$ cat src/rtl/i2c_arb_monitor.sv
module i2c_arb_monitor #(
  parameter int IDX_W   = 4,
  parameter int ACK_IDX = 8
) (
  input  logic             clk,
  input  logic             rst_n,
  input  logic             scl_in,
  input  logic             sda_in,
  input  logic             tx_bit,
  input  logic             tx_active,
  input  logic [IDX_W-1:0] bit_idx,
  input  logic             byte_mode,
  input  logic             release_on_loss,
  input  logic             force_release,
  input  logic             clear_flag,
  output logic             arb_lost,
  output logic             sda_oe
);

  logic scl_q;
  logic miss_acc;

  wire scl_rise  = scl_in & ~scl_q;
  wire scl_fall  = ~scl_in & scl_q;
  wire miss      = scl_rise & tx_active & (tx_bit ^ sda_in);
  wire first_bit = (bit_idx == '0);
  wire byte_end  = scl_fall & (bit_idx == IDX_W'(ACK_IDX));
  wire set_now   = byte_mode ? (byte_end & miss_acc) : miss;

  always_ff @(posedge clk) begin
    if (!rst_n) begin
      scl_q    <= scl_in;
      miss_acc <= 1'b0;
      arb_lost <= 1'b0;
    end else begin
      scl_q <= scl_in;
      if (scl_rise)
        miss_acc <= first_bit ? miss : (miss_acc | miss);
      if (set_now)
        arb_lost <= 1'b1;
      else if (clear_flag)
        arb_lost <= 1'b0;
    end
  end

  assign sda_oe = ~force_release & ~(release_on_loss & arb_lost);

  assert_edge_only_R1: assert property (@(posedge clk) disable iff (!rst_n)
    (!byte_mode && !arb_lost && !$rose(scl_in)) |=> !arb_lost);

  assert_perbit_set_R2: assert property (@(posedge clk) disable iff (!rst_n)
    (!byte_mode && scl_rise && tx_active && (tx_bit != sda_in)) |=> arb_lost);

  assert_byte_wait_R3: assert property (@(posedge clk) disable iff (!rst_n)
    (byte_mode && !byte_end && !arb_lost) |=> !arb_lost);

  assert_clear_R5: assert property (@(posedge clk) disable iff (!rst_n)
    (clear_flag && !set_now) |=> !arb_lost);

  assert_sticky_R5: assert property (@(posedge clk) disable iff (!rst_n)
    (arb_lost && !clear_flag) |=> arb_lost);

  assert_idle_R6: assert property (@(posedge clk) disable iff (!rst_n)
    (!byte_mode && !tx_active && !arb_lost) |=> !arb_lost);

  assert_release_R7: assert property (@(posedge clk) disable iff (!rst_n)
    (release_on_loss && arb_lost) |-> !sda_oe);

  assert_force_R8: assert property (@(posedge clk) disable iff (!rst_n)
    force_release |-> !sda_oe);

endmodule

$ cat config.mk
export PLATFORM = sky130hd
export DESIGN_NAME = i2c_arb_monitor
export DESIGN_NICKNAME = d
export VERILOG_FILES = /design/src/rtl/i2c_arb_monitor.sv
export SDC_FILE = /design/constraint.sdc
export NUM_CORES = 1
export LEC_CHECK = 0
export BUFFER_PORTS_ARGS = -buffer_cell sky130_fd_sc_hd__buf_2
export CAP_MARGIN = 0
export CORE_AREA = 5 5 42 44
export DETAILED_ROUTE_END_ITERATION = 16
export DIE_AREA = 0 0 47 49
export PLACE_DENSITY_LB_ADDON = 0.05
export SLEW_MARGIN = 20
export SYNTH_ARGS = -nofsm -noshare
export SYNTH_HDL_FRONTEND = slang
export SYNTH_SLANG_ARGS = --single-unit
$ cat constraint.sdc
create_clock -name clk -period 1.35 [get_ports clk]
set_input_delay 0.0675 -clock clk [delete_from_list [all_inputs] [get_ports clk]]
set_output_delay 0.0675 -clock clk [all_outputs]
set_load 0.005 [all_outputs]
==> run summary, run 1 <==
pins over their slew limit - 0
Final Instance Area - 280 sq um
number of antenna violations at the first check in global routing - 0
hold depth - 3
first-pass GRT wire length - 814 um
final net count - 53
Port Buffers - 15
gr usage total - 5.35%
GRT overflow - 0
count leader, synth - dfxtp_1
fillcell total - 176
# hold bufs at CTS - 1
Worst-Margin Slew - 0.274 ns
sequential area share after synthesis - 40.3%
Worst path slowest cell - dlygate4sd3_1
vias per cell - 3.83
WP data required - 1.52 ns
Achievable Freq - 0.828 GHz
unrepaired setup endpoints after global routing - no
vias - 207
Initial Util - 10.6%
Ports - 16
Crit path largest cell delay - 0.53 ns
# setup viols final - 0
CP cell instances - dlygate4sd3_1 -> buf_2 -> or4_1 -> a31oi_1
Antenna Violating Nets Remaining - 0
setup TNS - 0 ns
post-synth top area share - 40.3%
routability congestion estimate - 0.737
Setup Buffers After CTS - 0
CTS tree - yes
number of global-route vias before repair - 230
Max Root-Sink Buffers - 2
Final Power - 0.294 mW
Leak - 0.133 nW
Layout area overhead - 88.2%
die area - 0.00230 sq mm
Avg Inst Size Synth - 8.27 sq um
status - finished, final reports clean
Power Dens Cells - 1050 mW/mm^2
warnings from Yosys - 0
core area - 0.00140 sq mm
clock buffer count from CTS - 3
Worst EP arrival - 1.37 ns
path type of the worst setup path - in2reg
final hold vios - 0
dpl hpwl - 423 um
skew final - 0.00447 ns
Hold Slack - 0.0823 ns
width of the die - 47 um
pin count of the biggest net entering global routing - 5
synth top area cells - dfxtp_1 40%, a21oi_1 6.7%, nand4b_1 5.9%
Period Utilization, post-route - 89.4%
Worst setup EP type - flip-flop
Max Cap Violations - 0
ANT cells - 0
number of synthesized register bits - 3
H-tree Lvls - 1
synth unique cells - 13
DRC viols - 0
drt pass-1 iters - 2
Net Count, Synth - 32
share of post-route cells with drive strength above 1 - 47.4%
clk_lat worst skew - 0.23 ns
Period minus WS final - 1.21 ns
final WL - 525 um
Post-synth ARST share - 0%
instance count of the mapped netlist - 18
Worst Setup Start Kind - input pin
area leader, netlist - dfxtp_1
DP Area - 244 sq um
1st-iter DRT viols - 1
CP max FO - 4
Worst-path clk slew - 0.04 ns
Hold Path Class - in2reg
clk root buf - clkbuf_4
leading post-synthesis cells by instance count - 3 x dfxtp_1, 2 x a21oi_1, 2 x inv_1, 2 x nand2_1
R2R depth - 3
TritonCTS Sinks - 3
Routed wire per std cell - 9.72 um
Post-CTS Resized - 0
Die H - 49 um
main flop type after synthesis - dfxtp_1
VDD IR max - 0.224 mV
Post-synth EDFFs - 0
Post-Synthesis Cell Area - 149 sq um
num rows - 14
Max-slew headroom - 81.5%
==> kinds of logic after synthesis <==
kind of cell    Yosys count  synth area share [%]
buf+inv                   2                  5.04
xor+xnor                  1                  5.88
flops                     3                  40.3
compound gates            4                  16.8
simple gates              8                  31.9
==> registers in the layout (all words and copies together), names as in the netlist <==
register / cells
miss_acc: 1
scl_q: 1
arb_lost: 1
==> worst max-delay path: cells and delay by family <==
kind                   cells  cell delay, ns
and+or+nand+nor            1            0.51
AOI/OAI and AO/OA          1            0.13
buffers and inverters      2            0.67
==> power by group <==
group | total (mW) | internal [mW] | switching, mW
Sequential | 0.0945 | 0.0924 | 0.00210
Clock | 0.162 | 0.111 | 0.0509
Combinational | 0.0374 | 0.0228 | 0.0146
Total | 0.294 | 0.226 | 0.0676
==> layout by cell type, fill, tap and decap left out <==
| cell | instances |
|---|---|
| xor2_1 | 1 |
| dfxtp_1 | 3 |
| or4_1 | 1 |
| a21oi_1 | 2 |
| clkbuf_1 | 1 |
| nor2b_1 | 1 |
| nand4b_1 | 1 |
| or3_1 | 1 |
| nand3_1 | 1 |
| nand2_1 | 2 |
| inv_1 | 2 |
| nand2b_1 | 1 |
| clkbuf_4 | 3 |
| dlygate4sd3_1 | 1 |
| o41ai_1 | 1 |
| a31oi_1 | 1 |
| buf_2 | 15 |
==> path summary, 6_finish.rpt <==
kind	startpoint	endpoint	slack, ns
setup / recovery	scl_in	arb_lost	0.14
hold / removal	rst_n	arb_lost	0.08
setup reg to reg	miss_acc	arb_lost	0.34
hold reg to reg	miss_acc	miss_acc	0.47
==> layer usage <==
layer  GRT usage, %  vias up  wire length [um]
met2           7.01       12               227
met5              0        -                 0
met3           3.32        2                59
met1           5.27       88               218
met4           5.53        0                20
li1               -      105                 -
==> metrics by stage <==
stage | util (%) | instances | setup slack, ns
detailed placement | 17.4 | 49 | 0.0794
CTS | 20.0 | 54 | 0.144
global placement | 17.4 | 49 | 0.0819
floorplan | - | 18 | 0.231
finish | 20.0 | 54 | 0.143
global route | 20.0 | 54 | 0.113
==> layout make-up <==
cell class                      instances  area (sq um)  share of cell area, %
Clock buffer                            4          26.3                   9.37
Inverter                                2          7.51                   2.68
Multi-Input combinational cell         13          81.3                   29.0
Sequential cell                         3          60.1                   21.4
Tap cell                               16          20.0                   7.14
Timing Repair Buffer                   16          85.1                   30.4
(Power assumes the default switching activity.)
==> run 2, diff against run 1 <==
--- a/config.mk
+++ b/config.mk
@@ -5,6 +5,7 @@
 export SDC_FILE = /design/constraint.sdc
 export NUM_CORES = 1
 export LEC_CHECK = 0
+export ABC_AREA = 1
 export BUFFER_PORTS_ARGS = -buffer_cell sky130_fd_sc_hd__buf_2
 export CAP_MARGIN = 0
 export CORE_AREA = 5 5 42 44
==> constraint.sdc (replaced) <==
create_clock -name clk -period 1.02 [get_ports clk]
set_input_delay 0.051 -clock clk [delete_from_list [all_inputs] [get_ports clk]]
set_output_delay 0.051 -clock clk [all_outputs]
set_load 0.005 [all_outputs]
==> run 2 against run 1 <==
  * Design area increased by 14%
  * Cell count grew 33%
  * Sequential power grew 31%
  * Power grew 32%
  * Global-route usage is 0.48 points higher
  * Sequential share of layout area fell by 2.7 points
  * Clock power up 28%
  * Critical endpoint unchanged
==> run summary, run 2 <==
pin count of the biggest net entering global routing - 4 (-1)
most frequent cells in the layout - 14 x buf_2, 13 x nand2_1, 10 x inv_1
H-tree Lvls - 1 (unchanged)
Psw - 0.0883 mW (+31%)
clk root buf - clkbuf_4
Layout area overhead - 67.3%
width of the die - 47 um (unchanged)
FF+latch area - 60.1 sq um (unchanged)
sw frac - 22.8% (-0.25 points)
Final Power - 0.388 mW (+32%)
dpl hpwl - 473 um (+12%)
Achievable Freq - 1.21 GHz
status - finished, final reports clean
GRT overflow - 0 (unchanged)
die area - 0.00230 sq mm (unchanged)
Power Dens Cells - 1210 mW/mm^2 (+15%)
warnings from Yosys - 0 (unchanged)
number of antenna violations at the first check in global routing - 0 (unchanged)
Port Buffers - 15 (unchanged)
Worst path slowest cell - dfxtp_1
Max Root-Sink Buffers - 2 (unchanged)
Routed wire per std cell - 7.33 um (-25%)
final hold vios - 0 (unchanged)
vias - 257 (+24%)
internal power - 0.300 mW (+32%)
share of post-route cells with drive strength above 1 - 30.4% (-17 points)
Initial Util - 13.7% (+3.0 points)
count leader, synth - nand2_1
num rows - 14 (unchanged)
Post-Synthesis Cell Area - 191 sq um (+29%)
number of synthesized register bits - 3 (unchanged)
DRC viols - 0 (unchanged)
clk_lat worst skew - 0.23 ns (about the same)
Crit. Startpoint - scl_q
Avg Inst Size Synth - 5.17 sq um (-37%)
Net Count, Synth - 51 (+59%)
skew final - 0.00298 ns (-0.00150 ns)
sequential area share after synthesis - 31.4% (-9.0 points)
TritonCTS Sinks - 3 (unchanged)
# setup viols final - 0 (unchanged)
reg-to-reg critical path startpoint - scl_q
multi-input logic area - 93.8 sq um (+15%)
post-synth top area share - 31.4% (-9.0 points)
synth top area cells - dfxtp_1 31%, nand2_1 25%, inv_1 20%
path type of the worst setup path - reg2reg
final WL - 528 um (+0.57%)
Leak - 0.207 nW (+55%)
core area - 0.00140 sq mm (unchanged)
1st-iter DRT viols - 0 (-1)
drt pass-1 iters - 1 (-1)
pins over their slew limit - 0 (unchanged)
Worst EP arrival - 1.00 ns (-0.37 ns)
CP most frequent cell - nor2_1
CTS tree - yes
number of global-route vias before repair - 248 (+7.8%)
Ports - 16 (unchanged)
CP cell instances - inv_1 -> nand2_1 -> nor2_1 -> nand2_1 -> nor2_1 -> nor2_1 -> nor2_1
Comb pwr share - 14.5% (+1.8 points)
Max Cap Violations - 0 (unchanged)
Worst Setup Start Kind - flip-flop
pre-CTS WS - 0.204 ns (+0.124 ns)
CP max FO - 2 (-2)
commonest non-fill, non-tap cell in the layout - buf_2
Worst setup EP type - flip-flop
final net count - 71 (+34%)
biggest regs - arb_lost: 1 flops, miss_acc: 1 flops, scl_q: 1 flops
fillcell total - 183 (+4.0%)
Die H - 49 um (unchanged)
Post-synth EDFFs - 0 (unchanged)
instance count of the mapped netlist - 37 (+19)
synth unique cells - 6 (-7)
area leader, netlist - dfxtp_1
clock share of power - 53.5% (-1.6 points)
leading post-synthesis cells by instance count - 13 x nand2_1, 10 x inv_1, 8 x nor2_1, 3 x dfxtp_1, 2 x a21oi_1
Antenna Violating Nets Remaining - 0 (unchanged)
Period Utilization, post-route - 80.9%
setup TNS - 0 ns (unchanged)
clock buffer count from CTS - 3 (unchanged)
first-pass GRT wire length - 903 um (+11%)
VDD IR max - 0.391 mV (+74%)
Post-synth ARST share - 0% (unchanged)
kind of cell adding the most delay to the critical path - simple AND/OR/NAND/NOR gates
Period minus WS final - 0.826 ns
WP buf/inv - 1 (-1)
Final WS setup - 0.194 ns (+0.0517 ns)
Crit path largest cell delay - 0.30 ns (-0.23 ns)
gr usage total - 5.84% (+0.48 points)
main flop type after synthesis - dfxtp_1
unrepaired setup endpoints after global routing - no
WP data required - 1.19 ns (-0.33 ns)
vias per cell - 3.57 (-6.9%)
sequential share of power - 32.0% (-0.2 points)
Hold Path Class - in2reg
Worst-Margin Slew - 0.155 ns (-0.119 ns)
ANT cells - 0 (unchanged)
routability congestion estimate - 0.641 (-13%)
Setup Buffers After CTS - 0 (unchanged)
Hold Path Origin - rst_n
Max-slew headroom - 89.6% (+8.1 points)
Worst-path clk slew - 0.04 ns (about the same)
run 2: power groups by stage:
| stage | registers [mW] | clock network, mW | logic, mW |
|---|---|---|---|
| after floorplan | 0.125 | 0 | 0.0217 |
| after global placement | 0.126 | 0 | 0.0558 |
| after detailed placement | 0.126 | 0 | 0.0554 |
| after CTS | 0.124 | 0.215 | 0.0587 |
| after global routing | 0.125 | 0.222 | 0.0676 |
| final | 0.124 | 0.208 | 0.0563 |
run 2: worst paths after layout:
path / end / slack [ns] / cells after the start
worst min-delay path: arb_lost / 0.05 / 3
worst max register to register: arb_lost / 0.19 / 7
worst min register to register: miss_acc / 0.48 / 2
worst max-delay path: arb_lost / 0.19 / 7
run 2: cell families (layout without fill, tap and decap cells):
kind of cell	count (synthesis)	in the layout	synth area share [%]
AND/OR/NAND/NOR	21	21	41.2
buffers and inverters	10	29	19.6
AO/OA/AOI/OAI	3	3	7.84
flip-flops	3	3	31.4
run 2: through the flow:
step	hold slack (ns)	instance area, sq um	util (%)	std cells
floorplan	0.0787	191	-	37
global placement	0.189	287	20.4	68
detailed placement	0.188	287	20.4	68
CTS	0.0498	323	23.0	73
global route	0.0774	320	22.9	72
finish	0.0497	320	22.9	72
run 2: cell type report:
type                       instances  area share, %
inverter                          10           11.7
timing repair buffer              15           25.8
clock buffer                       4           8.20
multi-input combinational         24           29.3
tap                               16           6.25
sequential                         3           18.8
run 2: metal layers:
| metal | part of all wire, % | global-route usage (%) | vias up | routed length, um |
|---|---|---|---|---|
| met5 | 0 | 0 | - | 0 |
| met4 | 4.7 | 6.91 | 0 | 25 |
| met3 | 13 | 2.21 | 3 | 71 |
| met2 | 39 | 6.56 | 13 | 208 |
| met1 | 42 | 7.22 | 98 | 223 |
| li1 | - | - | 143 | - |
run 2: what timing repair did:
| item | in CTS | in global routing |
|---|---|---|
| gates resized for setup | 0 | 1 |
| hold endpoints to repair | 1 | 0 |
| setup endpoints to repair | 0 | 2 |
| hold buffers | 1 | 0 |
run 2: worst register-to-register path, cell delays in order (launching register included):
cell and delay [ns]:
dfxtp_1 0.30, inv_1 0.04, nand2_1 0.05, nor2_1 0.10
nand2_1 0.07, nor2_1 0.08, nor2_1 0.04, nor2_1 0.07
